<file path="src/rtl/dsc_pkg.sv">
package dsc_pkg;
  typedef enum logic [2:0] {
    MODE_UNPOWERED = 3'd0,
    MODE_FORCED    = 3'd1,
    MODE_ENUM      = 3'd2,
    MODE_NORMAL    = 3'd3,
    MODE_SUSPEND   = 3'd4,
    MODE_UNCONN    = 3'd5
  } mode_e;

  localparam int unsigned MODE_W = 3;
endpackage

</file>
<file path="src/rtl/dsc_sync.sv">
module dsc_sync #(
  parameter int unsigned WIDTH  = 3,
  parameter int unsigned STAGES = 2
) (
  input  logic             clk_i,
  input  logic             rst_ni,
  input  logic [WIDTH-1:0] d_i,
  output logic [WIDTH-1:0] q_o
);
  logic [WIDTH-1:0] stage_q [STAGES];

  for (genvar s = 0; s < STAGES; s++) begin : g_stage
    if (s == 0) begin : g_first
      always_ff @(posedge clk_i or negedge rst_ni) begin
        if (!rst_ni) stage_q[s] <= '0;
        else         stage_q[s] <= d_i;
      end
    end else begin : g_next
      always_ff @(posedge clk_i or negedge rst_ni) begin
        if (!rst_ni) stage_q[s] <= '0;
        else         stage_q[s] <= stage_q[s-1];
      end
    end
  end

  assign q_o = stage_q[STAGES-1];
endmodule

</file>
<file path="src/rtl/dsc_mode_decode.sv">
module dsc_mode_decode
  import dsc_pkg::*;
(
  input  logic  attach_i,
  input  logic  suspend_i,
  input  logic  safe_rm_i,
  input  logic  permit_i,
  input  logic  host_pwr_i,
  input  logic  cfg_done_i,
  input  logic  ee_act_i,
  output mode_e mode_o,
  output logic  status_o
);
  // priority: detached > suspended/removed > permit low > configuring
  always_comb begin
    if (!attach_i)                  mode_o = MODE_UNCONN;
    else if (suspend_i || safe_rm_i) mode_o = MODE_SUSPEND;
    else if (!permit_i)             mode_o = host_pwr_i ? MODE_FORCED : MODE_UNPOWERED;
    else if (!cfg_done_i)           mode_o = MODE_ENUM;
    else                            mode_o = MODE_NORMAL;
  end

  always_comb begin
    unique case (mode_o)
      MODE_NORMAL: status_o = 1'b1;
      MODE_ENUM:   status_o = ee_act_i;
      default:     status_o = 1'b0;
    endcase
  end
endmodule

</file>
<file path="src/rtl/dsc_bus_gate.sv">
module dsc_bus_gate (
  input  logic clk_i,
  input  logic rst_ni,
  input  logic want_i,
  input  logic busy_i,
  output logic en_o
);
  logic en_q;

  // change only at an idle strobe boundary
  always_ff @(posedge clk_i or negedge rst_ni) begin
    if (!rst_ni)      en_q <= 1'b0;
    else if (!busy_i) en_q <= want_i;
  end

  assign en_o = en_q;
endmodule

</file>
<file path="src/rtl/drive_share_ctrl.sv">
module drive_share_ctrl
  import dsc_pkg::*;
#(
  parameter int unsigned SYNC_STAGES = 2
) (
  input  logic              clk_i,
  input  logic              rst_ni,
  input  logic              permit_i,
  input  logic              host_pwr_i,
  input  logic              suspend_i,
  input  logic              attach_i,
  input  logic              cfg_done_i,
  input  logic              ee_act_i,
  input  logic              safe_rm_i,
  input  logic              bus_reset_i,
  input  logic              strobe_busy_i,
  output logic              ide_en_o,
  output logic              status_o,
  output logic [MODE_W-1:0] state_o
);
  localparam int unsigned N_ASYNC = 3;

  logic [N_ASYNC-1:0] async_raw, async_syn;
  logic  permit_s, host_pwr_s, suspend_s;
  logic  removed_q;
  mode_e mode_d, mode_q;
  logic  status_d, status_q;

  assign async_raw = {suspend_i, host_pwr_i, permit_i};

  dsc_sync #(.WIDTH(N_ASYNC), .STAGES(SYNC_STAGES)) u_sync (
    .clk_i  (clk_i),
    .rst_ni (rst_ni),
    .d_i    (async_raw),
    .q_o    (async_syn)
  );

  assign {suspend_s, host_pwr_s, permit_s} = async_syn;

  // set beats clear when both arrive together
  always_ff @(posedge clk_i or negedge rst_ni) begin
    if (!rst_ni)          removed_q <= 1'b0;
    else if (safe_rm_i)   removed_q <= 1'b1;
    else if (bus_reset_i) removed_q <= 1'b0;
  end

  dsc_mode_decode u_decode (
    .attach_i   (attach_i),
    .suspend_i  (suspend_s),
    .safe_rm_i  (removed_q),
    .permit_i   (permit_s),
    .host_pwr_i (host_pwr_s),
    .cfg_done_i (cfg_done_i),
    .ee_act_i   (ee_act_i),
    .mode_o     (mode_d),
    .status_o   (status_d)
  );

  always_ff @(posedge clk_i or negedge rst_ni) begin
    if (!rst_ni) begin
      mode_q   <= MODE_UNCONN;
      status_q <= 1'b0;
    end else begin
      mode_q   <= mode_d;
      status_q <= status_d;
    end
  end

  dsc_bus_gate u_gate (
    .clk_i  (clk_i),
    .rst_ni (rst_ni),
    .want_i (mode_q == MODE_NORMAL),
    .busy_i (strobe_busy_i),
    .en_o   (ide_en_o)
  );

  assign status_o = status_q;
  assign state_o  = mode_q;
endmodule

</file>
<file path="config.mk">
export PLATFORM = sky130hd
export DESIGN_NAME = drive_share_ctrl
export DESIGN_NICKNAME = d
export VERILOG_FILES = /design/src/rtl/dsc_pkg.sv /design/src/rtl/dsc_sync.sv /design/src/rtl/dsc_mode_decode.sv /design/src/rtl/dsc_bus_gate.sv /design/src/rtl/drive_share_ctrl.sv
export SDC_FILE = /design/constraint.sdc
export NUM_CORES = 1
export LEC_CHECK = 0
export ABC_CLOCK_PERIOD_IN_PS = 1100
export BUFFER_PORTS_ARGS = -buffer_cell sky130_fd_sc_hd__buf_2
export CORE_AREA = 4 4 41 43
export DETAILED_ROUTE_END_ITERATION = 6
export DIE_AREA = 0 0 45 47
export SYNTH_ARGS = -nofsm -noshare
export SYNTH_HDL_FRONTEND = slang
export SYNTH_SLANG_ARGS = --single-unit
export TNS_END_PERCENT = 30
</file>
<file path="constraint.sdc">
create_clock -name clk_i -period 1.1 [get_ports clk_i]
set_clock_uncertainty 0.05 [all_clocks]
set_input_delay 0.055 -clock clk_i [delete_from_list [all_inputs] [get_ports clk_i]]
set_output_delay 0.055 -clock clk_i [all_outputs]
set_load 0.01 [all_outputs]
</file>
Word level (Yosys, flattened, before mapping)
Index checks and enable logic that the tools add are counted.
- register bits: 12
- bits of input ports: 11
- output and inout bits: 5
- logic and storage cells: 19
- equality and inequality tests: 3
- mux-type cells: 8
- reductions and logical operators: 2
- operators with widths (cell ; number):
    $eq 3x2->1 const B ; 3
    $mux 3 ; 3
    $mux 1 ; 4
    $pmux 1 s2 ; 1
    $reduce_bool 2->1 ; 1
    $logic_or 1x1->1 ; 1

Logic depth before layout (Yosys ltp)
- depth in word-level cells: 6
- mapped depth: 2
- depth with buffers taken out: 2

By module
Synthesis repeated with hierarchy kept, for this count alone.
- cells, all modules: 26
- area total of the unflattened synthesis: 404.1 µm²
- modules (own cells, without submodules) (module ; instances ; cells an instance ; area an instance (µm²) ; sequential area each (µm²)):
    dsc_sync ; 1 ; 9 ; 172.7 ; 150.1
    drive_share_ctrl ; 1 ; 9 ; 146.4 ; 127.6
    dsc_mode_decode ; 1 ; 6 ; 45.0 ; 0.0
    dsc_bus_gate ; 1 ; 2 ; 40.0 ; 25.0

Least setup slack after synthesis
OpenSTA, ideal clock, no wires.
- path kind: register to register
- start: reg mode_q[2], in the netlist state_o[2]
- end: reg u_gate.en_q, in the netlist u_gate.en_o
- library setup time: 0.122 ns
- arrival: 0.812 ns
- data required time: 0.928 ns
- path slack: 0.117 ns
- cell stages (with the launch flop): 3
- path buffers: 0
- clock period less this slack: 0.983 ns
- cell sequence: dfstp_2 -> nor2_1 -> a32o_1
- word-level cells in the longest chain between the ends: 1
- ends and longest elaborated chain (what ; line ; text):
    from (decl) ; drive_share_ctrl.sv:26 ; mode_e mode_d, mode_q;
    from (signal assigned) ; drive_share_ctrl.sv:64 ; mode_q <= mode_d;
    $eq 3x2->1 ; drive_share_ctrl.sv:72 ; .want_i (mode_q == MODE_NORMAL),
    to (signal assigned) ; dsc_bus_gate.sv:13 ; else if (!busy_i) en_q <= want_i;
    to (decl) ; dsc_bus_gate.sv:8 ; logic en_q;
Every way passes these cells.
A chain may end at the register's enable or synchronous reset.

Worst setup path after layout
- start: reg mode_q[0], in the netlist state_o[0]
- end: out state_o[0]
- RTL lines (what ; line ; text):
    to (decl) ; drive_share_ctrl.sv:19 ; output logic [MODE_W-1:0] state_o
No word-level cell between the ends.

==> results.toml <==
[outcome]
status = "complete, no violations"

[yosys]
synthAdderAreaFrac = 0
synthXorXnorAreaFrac = 0
ys_dominant_reg_cell = "dfrtp_1"
synth_compound_area_frac = 0.0872
syn_area_um2 = 373
yosysWarnings = 0
yosys.area_share.simple = 0.0638
async_reset_ff_frac = 1.00
synth_cells = 22
synth_top_family_by_area = "compound AO/OA/AOI/OAI gates"
synth_mux_area_frac = 0.0268
ys_seq_elements = 12
netlist_top_cells_count = "10 x dfrtp_1, 2 x dfstp_2, 2 x nor2_1"
yosysTopAreaCell = "dfrtp_1"
syn_avg_cell_area_um2 = 16.9
netlist_top_cells_area = "dfrtp_1 67%, dfstp_2 14%, and4bb_1 3.4%"
ys_types = 11
ys_seq_area_frac = 0.812
syn_nets = 33
yosysTopAreaCellShare = 0.671
synth_edf_count = 0
yosysMostFrequentCell = "dfrtp_1"

[die]
io_pins = 16
die_y_um = 47
coreArea_um2 = 1300
dieWidth_um = 45
initial_core_util = 0.287
die-area_um2 = 2120
num_rows = 13

[place]
place_congestion = 0.589
io_buffer_count = 15
dp_cells = 52

[clock_tree]
clockRootBuffer = "clkbuf_4"
worstSkewPairLatency_ns = 0.26
cts-resized-gates = 0
cts.sinks = 12
clk_pin_slew_worst_paths_ns = 0.07
cts_made_buffers = 3
hold_buffers = 10
clock_path_buffers = 2
post_cts_buffers = 0
cts_tree = "built"
htree_levels = 1

[timing]
min_period_over_period = 0.923
finalHoldViolCount = 0
setup_viol = 0
tightest_slew_ns = 0.267
max_freq_mhz = 985
rsz0062_at_grt = "false"
final.min_clock_period_ns = 1.02
maxSlewViolCount = 0
relSlewSlack = 0.822
tns_ns = 0

[worst_setup_path]
r2r_cells = 2
r2r_slack_ns = 0.14
crit_type = "reg -> out"
cp_max_fo = 2
critPathTopFamily = "flip-flops"
cp_cell_sequence = "buf_2"
crit_path_start_kind = "register"
cp-end-kind = "output port"
required_ns = 1.00
reg2reg_from = "state_o[2]"
cp_num_buf_inv = 1
crit_cells = 1
r2r-end = "u_gate.en_o"
cpPeakStageDelay_ns = 0.53
cp_slowest_cell = "dfstp_2"
crit_arrival_ns = 0.91

[global_routing]
use_met2 = 0.169
grt_util_met3 = 0.0575
busiest_layer = "met2"
gr-usage-met1 = 0.0782
grt_antenna_before_repair = 0
grt_overflow = 0
globalRouteTotalUtil = 0.0889
grt_pass1_vias = 329
grt_start_max_net_pins = 13
grt_pass1_wl_mm = 1.26

[pwr]
power_density_nw_per_um2 = 1450
p_switching_uw = 165
netSwitchingFraction = 0.188
power_uw = 875
combPwrFrac = 0.084
p_leak_nw = 0.302
clockPowerShare = 0.377
p_int_uw = 710
peakVddDrop_uv = 737
p_seq_frac = 0.540

[finish]
num_antenna_cells = 0
fin_cells = 66
synthToLayoutAreaGrowth_pct = 61.7
drive_gt1_frac = 0.412
fin_nets = 63

[drt]
route.detailed.drc = 0
viasPerCell = 4.42
antenna_left = 0
dr.pass1.iters = 1
avgRoutedWirePerCell_um = 10.6
wl_um = 698
route.vias.total = 292
drt-initial-drc-count = 0

[job]
maxCapViolCount = 0

[hold_path]
hold_path.class = "in -> async"
## per-stage QoR
step	setup WS, ns	utilization	hold slack [ns]	cell area (um2)
floorplan	0.117	-	-0.291	373
global placement	0.158	0.359	-0.111	467
detailed placement	0.138	0.359	-0.108	467
CTS	0.0641	0.463	0.129	603
global route	0.0390	0.463	0.135	603
finish	0.0843	0.463	0.139	603
## power groups by stage
stage	clock network [mW]	registers [mW]	logic (mW)
after detailed placement	0	0.481	0.0466
after floorplan	0	0.481	0.0104
after global routing	0.383	0.475	0.0827
after CTS	0.353	0.472	0.0734
final	0.329	0.472	0.0731
after global placement	0	0.479	0.0455
## kinds of logic (layout without fill, tap and decap cells)
| family | after synthesis | in the layout |
|---|---|---|
| buffers and inverters | 1 | 30 |
| DFF | 12 | 12 |
| and+or+nand+nor | 4 | 4 |
| AOI/OAI and AO/OA | 4 | 4 |
| muxes | 1 | 1 |
## layout make-up
type,instances,area (um2)
clock buffers,4,36.3
repair buffers,25,175
multi-input cells,9,66.3
well taps,15,18.8
flip-flops and latches,12,303
inverters,1,3.75
fillers,129,698
## worst max-delay path by stage
stage                           from  slack (ns)          end
final                     state_o[0]        0.08   state_o[0]
after global routing      state_o[2]        0.04   state_o[2]
after CTS                 state_o[0]        0.06   state_o[0]
after detailed placement  state_o[2]        0.14  u_gate.en_o
after global placement    state_o[2]        0.16  u_gate.en_o
after floorplan           state_o[2]        0.12  u_gate.en_o
## per-layer routing
layer	vias up	share of wire
met1	143	0.34
met4	0	0
li1	133	-
met2	16	0.55
met5	-	0
met3	0	0.12
## registers in the layout (all words and copies together), names as in the netlist
name / count
u_gate.en_o: 1
status_o: 1
u_sync.q_o: 3
u_sync.stage_q: 3
removed_q: 1
state_o: 3
## cell usage in the layout, fill, tap and decap left out, drive strengths merged, types with 2 or more instances in the layout
| cell | count |
|---|---|
| dlygate4sd3 | 10 |
| dfstp | 2 |
| nor2 | 2 |
| dfrtp | 10 |
| buf | 15 |
| clkbuf | 4 |
No activity file was read; power rests on OpenSTA's default activity.
